**src/rtl/lbl_pkg.sv**
```systemverilog
package lbl_pkg;
    localparam int BYTE_W        = 8;
    localparam int DEF_LANES     = 4;
    localparam int DEF_WORD_W    = 32;
    localparam int DEF_ROW_WORDS = 4;
    localparam int DEF_BLK_WORDS = 16;
    localparam int DEF_ADDR_W    = 32;

    // width of an index over n items, never below one bit
    function automatic int idx_w(input int n);
        return (n > 1) ? $clog2(n) : 1;
    endfunction
endpackage

```
**src/rtl/lbl_transpose.sv**
```systemverilog
module lbl_transpose
    import lbl_pkg::*;
#(
    parameter int LANES     = DEF_LANES,
    parameter int ROW_WORDS = DEF_ROW_WORDS,
    parameter int WORD_W    = DEF_WORD_W
) (
    input  logic [LANES*ROW_WORDS*WORD_W-1:0] rows,
    output logic [ROW_WORDS*LANES*WORD_W-1:0] vecs
);
    localparam int ROW_W  = ROW_WORDS * WORD_W;
    localparam int VEC_W  = LANES * WORD_W;
    localparam int NBYTES = WORD_W / BYTE_W;

    // lane l, word k, byte b lands in vector k, slot l, byte NBYTES-1-b
    for (genvar l = 0; l < LANES; l++) begin : g_lane
        for (genvar k = 0; k < ROW_WORDS; k++) begin : g_word
            for (genvar b = 0; b < NBYTES; b++) begin : g_byte
                assign vecs[k*VEC_W + l*WORD_W + (NBYTES-1-b)*BYTE_W +: BYTE_W] =
                    rows[l*ROW_W + k*WORD_W + b*BYTE_W +: BYTE_W];
            end
        end
    end
endmodule

```
**src/rtl/lbl_lane_ptrs.sv**
```systemverilog
module lbl_lane_ptrs
    import lbl_pkg::*;
#(
    parameter int LANES  = DEF_LANES,
    parameter int ADDR_W = DEF_ADDR_W,
    parameter int STEP   = 16
) (
    input  logic                    clk,
    input  logic                    rst,
    input  logic                    load,
    input  logic [LANES*ADDR_W-1:0] init,
    input  logic                    advance,
    output logic [LANES*ADDR_W-1:0] ptrs
);
    logic [LANES*ADDR_W-1:0] ptr_d, ptr_q;

    always_comb begin
        ptr_d = ptr_q;
        if (load) begin
            ptr_d = init;
        end else if (advance) begin
            for (int l = 0; l < LANES; l++) begin
                ptr_d[l*ADDR_W +: ADDR_W] = ptr_q[l*ADDR_W +: ADDR_W] + ADDR_W'(STEP);
            end
        end
    end

    always_ff @(posedge clk) begin
        if (rst) ptr_q <= '0;
        else     ptr_q <= ptr_d;
    end

    assign ptrs = ptr_q;

    for (genvar l = 0; l < LANES; l++) begin : g_chk
        p_ptr_step_r4: assert property (@(posedge clk) disable iff (rst)
            (advance && !load) |=> ptrs[l*ADDR_W +: ADDR_W] ==
                $past(ptrs[l*ADDR_W +: ADDR_W]) + ADDR_W'(STEP));
        p_ptr_load_r5: assert property (@(posedge clk) disable iff (rst)
            load |=> ptrs[l*ADDR_W +: ADDR_W] == $past(init[l*ADDR_W +: ADDR_W]));
        p_ptr_hold_r7: assert property (@(posedge clk) disable iff (rst)
            (!advance && !load) |=> $stable(ptrs[l*ADDR_W +: ADDR_W]));
    end
endmodule

```
**src/rtl/lbl_word_store.sv**
```systemverilog
module lbl_word_store
    import lbl_pkg::*;
#(
    parameter int ENTRIES   = DEF_BLK_WORDS,
    parameter int GRP_WORDS = DEF_ROW_WORDS,
    parameter int VEC_W     = DEF_LANES * DEF_WORD_W
) (
    input  logic                              clk,
    input  logic                              rst,
    input  logic                              wr_en,
    input  logic [idx_w(ENTRIES/GRP_WORDS)-1:0] wr_grp,
    input  logic [GRP_WORDS*VEC_W-1:0]        wr_vecs,
    input  logic [idx_w(ENTRIES)-1:0]         rd_idx,
    output logic [VEC_W-1:0]                  rd_data
);
    localparam int GRP_W = idx_w(ENTRIES / GRP_WORDS);

    logic [VEC_W-1:0] mem_d [ENTRIES];
    logic [VEC_W-1:0] mem_q [ENTRIES];

    always_comb begin
        for (int e = 0; e < ENTRIES; e++) mem_d[e] = mem_q[e];
        if (wr_en) begin
            for (int k = 0; k < GRP_WORDS; k++) begin
                mem_d[int'(wr_grp) * GRP_WORDS + k] = wr_vecs[k*VEC_W +: VEC_W];
            end
        end
    end

    always_ff @(posedge clk) begin
        for (int e = 0; e < ENTRIES; e++) begin
            if (rst) mem_q[e] <= '0;
            else     mem_q[e] <= mem_d[e];
        end
    end

    assign rd_data = mem_q[rd_idx];

    for (genvar e = 0; e < ENTRIES; e++) begin : g_chk
        p_store_hold_r7: assert property (@(posedge clk) disable iff (rst)
            !(wr_en && wr_grp == GRP_W'(e / GRP_WORDS)) |=> $stable(mem_q[e]));
        p_store_write_r3: assert property (@(posedge clk) disable iff (rst)
            (wr_en && wr_grp == GRP_W'(e / GRP_WORDS)) |=>
                mem_q[e] == $past(wr_vecs[(e % GRP_WORDS)*VEC_W +: VEC_W]));
    end
endmodule

```
**src/rtl/lane_block_loader.sv**
```systemverilog
module lane_block_loader
    import lbl_pkg::*;
#(
    parameter int LANES     = DEF_LANES,
    parameter int WORD_W    = DEF_WORD_W,
    parameter int ROW_WORDS = DEF_ROW_WORDS,
    parameter int BLK_WORDS = DEF_BLK_WORDS,
    parameter int ADDR_W    = DEF_ADDR_W
) (
    input  logic                              clk,
    input  logic                              rst,
    input  logic                              ptr_load,
    input  logic [LANES*ADDR_W-1:0]           ptr_init,
    output logic [LANES*ADDR_W-1:0]           lane_addr,
    input  logic                              row_valid,
    output logic                              row_ready,
    input  logic [LANES*ROW_WORDS*WORD_W-1:0] row_data,
    output logic                              done,
    output logic                              buf_full,
    input  logic                              consume,
    input  logic [idx_w(BLK_WORDS)-1:0]       rd_idx,
    output logic [LANES*WORD_W-1:0]           rd_word
);
    localparam int GROUPS   = BLK_WORDS / ROW_WORDS;
    localparam int GRP_W    = idx_w(GROUPS);
    localparam int VEC_W    = LANES * WORD_W;
    localparam int ROW_STEP = ROW_WORDS * WORD_W / BYTE_W;
    localparam logic [GRP_W-1:0] LAST_GRP = GRP_W'(GROUPS - 1);

    typedef struct packed {
        logic [GRP_W-1:0] grp;
        logic             full;
        logic             done;
    } ctl_t;

    ctl_t ctl_d, ctl_q;
    logic accept;
    logic [ROW_WORDS*VEC_W-1:0] vecs;

    assign row_ready = !ctl_q.full && !ptr_load;
    assign accept    = row_valid && row_ready;

    always_comb begin
        ctl_d      = ctl_q;
        ctl_d.done = 1'b0;
        if (accept) begin
            if (ctl_q.grp == LAST_GRP) begin
                ctl_d.grp  = '0;
                ctl_d.full = 1'b1;
                ctl_d.done = 1'b1;
            end else begin
                ctl_d.grp = ctl_q.grp + 1'b1;
            end
        end else if (consume && ctl_q.full) begin
            ctl_d.full = 1'b0;
        end
    end

    always_ff @(posedge clk) begin
        if (rst) ctl_q <= '0;
        else     ctl_q <= ctl_d;
    end

    assign done     = ctl_q.done;
    assign buf_full = ctl_q.full;

    lbl_transpose #(
        .LANES(LANES), .ROW_WORDS(ROW_WORDS), .WORD_W(WORD_W)
    ) u_xpose (
        .rows(row_data),
        .vecs(vecs)
    );

    lbl_word_store #(
        .ENTRIES(BLK_WORDS), .GRP_WORDS(ROW_WORDS), .VEC_W(VEC_W)
    ) u_store (
        .clk(clk), .rst(rst),
        .wr_en(accept), .wr_grp(ctl_q.grp), .wr_vecs(vecs),
        .rd_idx(rd_idx), .rd_data(rd_word)
    );

    lbl_lane_ptrs #(
        .LANES(LANES), .ADDR_W(ADDR_W), .STEP(ROW_STEP)
    ) u_ptrs (
        .clk(clk), .rst(rst),
        .load(ptr_load), .init(ptr_init), .advance(accept),
        .ptrs(lane_addr)
    );

    p_ready_blocked_r7: assert property (@(posedge clk) disable iff (rst)
        buf_full |-> !row_ready);
    p_ready_load_r5: assert property (@(posedge clk) disable iff (rst)
        ptr_load |-> !row_ready);
    p_done_single_r6: assert property (@(posedge clk) disable iff (rst)
        done |=> !done);
    p_done_full_r6: assert property (@(posedge clk) disable iff (rst)
        done |-> buf_full);
    p_last_beat_r6: assert property (@(posedge clk) disable iff (rst)
        (accept && ctl_q.grp == LAST_GRP) |=> (done && buf_full));
    p_release_r8: assert property (@(posedge clk) disable iff (rst)
        (buf_full && consume) |=> !buf_full);
    p_empty_consume_r8: assert property (@(posedge clk) disable iff (rst)
        (!buf_full && !accept) |=> !buf_full);
    p_reset_r9: assert property (@(posedge clk)
        rst |=> (!buf_full && !done && ctl_q.grp == '0));
endmodule

```
**config.mk**
```make
export PLATFORM = sky130hd
export DESIGN_NAME = lane_block_loader
export DESIGN_NICKNAME = d
export VERILOG_FILES = /design/src/rtl/lbl_pkg.sv /design/src/rtl/lbl_transpose.sv /design/src/rtl/lbl_lane_ptrs.sv /design/src/rtl/lbl_word_store.sv /design/src/rtl/lane_block_loader.sv
export SDC_FILE = /design/constraint.sdc
export NUM_CORES = 2
export LEC_CHECK = 0
export BUFFER_PORTS_ARGS = -buffer_cell sky130_fd_sc_hd__buf_2
export CAP_MARGIN = 20
export CORE_MARGIN = 5
export CORE_UTILIZATION = 40
export CTS_CLUSTER_DIAMETER = 50
export DETAILED_ROUTE_END_ITERATION = 8
export PLACE_DENSITY = 0.58
export SLEW_MARGIN = 15
export SYNTH_ARGS = -nofsm -noshare
export SYNTH_HDL_FRONTEND = slang
export SYNTH_SLANG_ARGS = --single-unit
```
**constraint.sdc**
```tcl
create_clock -name clk -period 3.1 [get_ports clk]
set_clock_uncertainty 0.05 [all_clocks]
set_input_delay 0.155 -clock clk [delete_from_list [all_inputs] [get_ports clk]]
set_output_delay 0.155 -clock clk [all_outputs]
set_load 0.005 [all_outputs]
```
==> results.md <==
- Post-cts resize count: 0
- Via-to-Cell Ratio: 5.424
- Overall die area: 238300 um^2
- Sw frac: 24.17%
- Number of cells on the worst hold path: 4
- Area post-placement: 99650 um^2
- Sequential share of the synthesized area: 47.73%
- DR WL/cell: 20.33 um
- CP dominant cell by count: buf_12
- Vias: 84880
- Number of flops mapped to enable cells by yosys: 0
- Post-synthesis register bit count: between 2000 and 2500
- Die width: ~490 um
- Net Sw Power: 16.33 mW
- Core area: 227500 um^2
- HP Start: ptr_init[51]
- Clock Tree Buf Depth: 4
- Yosys warns: 0
- TNS Setup: 0 ps
- IO Count: 908
- Pins over their slew limit: 0
- Logic gate share of total power: between 8 and 9%
- Die height: between 400 and 500 um
- DR iter-0 viols: slightly below 7000
- # clock sinks: 2180
- First-pass GRT wire length: 488400 um
- PortBufs: 907
- Max_cap viols: 0
- Slew @ Worst Pin: 806.5 ps
- Relative slew slack: 46.23%
- Clock share of power: 48.4%
- CTS buffer count: 287
- Outcome: complete, no violations
- F_max: 344.1 MHz
- Worst Hold End: u_ptrs.ptrs[51]$_SDFFE_PP0P_
- CP Capture Type: flip-flop
- H-tree depth: 5
- Mapped Nets: 11320
- Pint: around 50 mW
- Hold Path Class: input port to flip-flop
- Unrepaired setup endpoints after global routing: no
- Number of global-route vias before repair: 82850
- Required @ worst endpoint: ~3900 ps
- Pwr Density: about 560 nW/um^2
- Min Tclk post-route: between 2000 and 3000 ps
- CTS tree: built
- Tot GR Track Use: 25.62%
- Layout area overhead: 31.58%
- Total Power: 67.56 mW
- Crit Path Category: flip-flop to flip-flop
- Cell Rows: 175
- R2R Path Start: buf_full$_SDFFE_PP0P_
- Clock transition at the registers of the reported paths: ~60 ps
- Clk root buf: clkbuf_16
- # fillers: 20370
- Post-Synthesis Cells: 10660
- Mapped Area: 91440 um^2
- Dpl hpwl: 203700 um
- Cells along the critical path: nor3_2 -> buf_4 -> nand2_4 -> buf_12 -> buf_12 -> nand2_1 -> a21oi_1 -> dlygate4sd3_1
- Max VDD drop: roughly 0.44 mV
- Register area: around 44000 um^2
- DR pass1 iterations: 8
- Final setup fails: 0
- Critical path's largest stage delay: 610 ps
- FF-to-FF path depth: 8
- Reg power frac: 43.0%
- Layout cell share with drive strength beyond 1: 17.84%
- Clock latency on the worst-skew pair: 890 ps
- Synth Flop Type: dfxtp_1
- Initial antenna violation count: 122
- Final net count: 12990
- Largest net degree at the start of global routing: 145
- Final Cell Area: between 100000 and 150000 um^2
- Setup slack, reg-to-reg: 190 ps
- CP Data Arrival Time: 3720 ps
- Overflow after GRT: 0
- Multi-input logic area: approximately 44000 um^2
- Maximum fanout along the worst path: 73
- Final GP Congestion: ~0.88
- Slowest CP cell: dfxtp_1
- Syn_area_per_cell: 8.576 um^2
- P_leak: 42.74 nW
- Final hold vios: 0
- Initial Util: between 40% and 50%
- Residual DRC count: 0
- Cell variety after synth: 47
- Post-DRT Antenna Nets: 0
- WL final: approximately 320000 um
- Fin crit share: 93.74%
- Worst R2R End: u_store.mem_q[6][78]$_SDFFE_PP0P_
- Startpoint types: flip-flop
- Ys async rst share: 0%
layout make-up:
cell class,count,share of cell area (%)
repair buffers,2268,15.65
diodes,110,0.2288
flip-flops and latches,2180,36.27
multi-input cells,7585,36.93
clock buffers,383,6.799
inverters,10,0.03328
clock inverters,103,0.9588
well taps,3009,3.129
cells in the final DEF, fill, tap and decap left out, types with 5 or more instances in the layout:
cell	instances
diode_2	110
bufinv_16	17
inv_6	23
nand3_1	47
buf_2	901
xnor2_1	20
mux2i_1	63
clkbuf_1	39
buf_4	157
nor2b_1	40
ha_1	8
nand2_1	4206
clkbuf_16	293
a211oi_1	88
a31oi_1	10
nor2_1	122
o211ai_1	5
and4_1	7
mux4_2	603
nand4_1	37
clkinv_2	25
dfxtp_1	2180
nor4_1	18
mux2_2	7
clkbuf_8	51
clkinv_4	16
and3_1	19
dlygate4sd3_1	1105
buf_12	101
inv_1	9
nand4b_1	6
clkinvlp_4	19
or3_1	7
o21ai_0	8
nor3_1	24
a21oi_1	2140
xor2_1	55
cells in the mapped netlist (all sizes together) (2+ instances only):
| master | number | area share [%] |
|---|---|---|
| nor4 | 19 | 0.13 |
| nor2 | 122 | 0.50 |
| or3 | 9 | 0.073 |
| nor2b | 40 | 0.27 |
| a21oi | 2140 | 12 |
| and4 | 7 | 0.067 |
| nor3 | 25 | 0.14 |
| mux4 | 603 | 15 |
| mux2 | 7 | 0.086 |
| or2 | 2 | 0.014 |
| nand4 | 37 | 0.25 |
| and3 | 23 | 0.16 |
| nand4b | 6 | 0.057 |
| mux2i | 63 | 0.69 |
| inv | 10 | 0.041 |
| nand3 | 47 | 0.26 |
| a211oi | 88 | 0.72 |
| and4b | 2 | 0.022 |
| a21boi | 3 | 0.025 |
| nor4bb | 3 | 0.033 |
| o311ai | 3 | 0.029 |
| a31oi | 10 | 0.068 |
| nand3b | 2 | 0.016 |
| nand2 | 4210 | 17 |
| xor2 | 55 | 0.53 |
| dfxtp | 2180 | 48 |
| nand2b | 3 | 0.021 |
| o21ai | 8 | 0.044 |
| buf | 70 | 0.35 |
| xnor2 | 20 | 0.19 |
| o211ai | 5 | 0.041 |
| ha | 8 | 0.11 |
| clkbuf | 818 | 3.4 |
| or4 | 2 | 0.016 |
| o221ai | 4 | 0.038 |
worst max-delay path, delay by kind of cell, from the launching register on:
kind	cells	cell delay [ps]
flops	1	610
simple gates	3	380
buf+inv	4	1520
compound gates	1	160
metal layers:
layer  track usage [%]  wire length (um)  vias up
li1                  -                 -    39630
met1             33.71            134200    41260
met2             40.94            146300     3216
met3             5.798             24790      732
met4             10.30             12580       48
met5                 0               293        -
kinds of logic after synthesis:
logic type / Yosys count / share of synthesized area [%]
simple gates: 4563 / 19.34
xor+xnor: 75 / 0.7184
fa+ha+maj: 8 / 0.1095
compound gates: 2266 / 12.73
mux: 673 / 15.63
flops: 2180 / 47.73
buf+inv: 898 / 3.746
per-stage QoR:
stage	util, %	hold WS [ps]	instances	worst slack [ps]
4_1_cts	52.77	0.02265	15540	330.6
5_1_grt	52.83	28.06	15600	72.93
3_3_place_gp	43.80	335.6	13950	532.1
2_1_floorplan	-	241.0	10660	798.9
6_report	52.89	52.82	15650	193.9
3_5_place_dp	43.80	345.2	13950	541.7
how the worst max path moves through the flow:
stage	start	slack (ps)	to	cells past startpoint
6_report	buf_full$_SDFFE_PP0P_	190	u_store.mem_q[6][78]$_SDFFE_PP0P_	8
5_1_grt	buf_full$_SDFFE_PP0P_	70	u_store.mem_q[6][78]$_SDFFE_PP0P_	8
4_1_cts	buf_full$_SDFFE_PP0P_	330	u_store.mem_q[6][78]$_SDFFE_PP0P_	8
3_5_place_dp	rd_idx[0]	540	rd_word[78]	5
3_3_place_gp	rd_idx[0]	530	rd_word[23]	7
2_1_floorplan	rd_idx[0]	800	rd_word[100]	5
power groups by stage:
stage | combinational (mW) | sequential, mW | clock, mW
after global placement | 4.50 | 29.6 | 0
after detailed placement | 4.57 | 29.6 | 0
final | 5.85 | 29.0 | 32.7
after floorplan | 2.50 | 29.5 | 0
after CTS | 5.80 | 29.0 | 33.3
after global routing | 6.27 | 29.1 | 34.5
registers in the layout, indices dropped and copies added, names as in the netlist:
signal         flops
u_store.mem_q   2048
done               1
buf_full           1
u_ptrs.ptrs      128
ctl_q              2
what timing repair did:
action                                  4_1_cts  5_1_grt
hold buffers                               1105        0
setup buffers                                 0        0
hold endpoints to repair                   2179        0
endpoints found under the setup margin        0        0
Power figures use the tool's default switching activity.
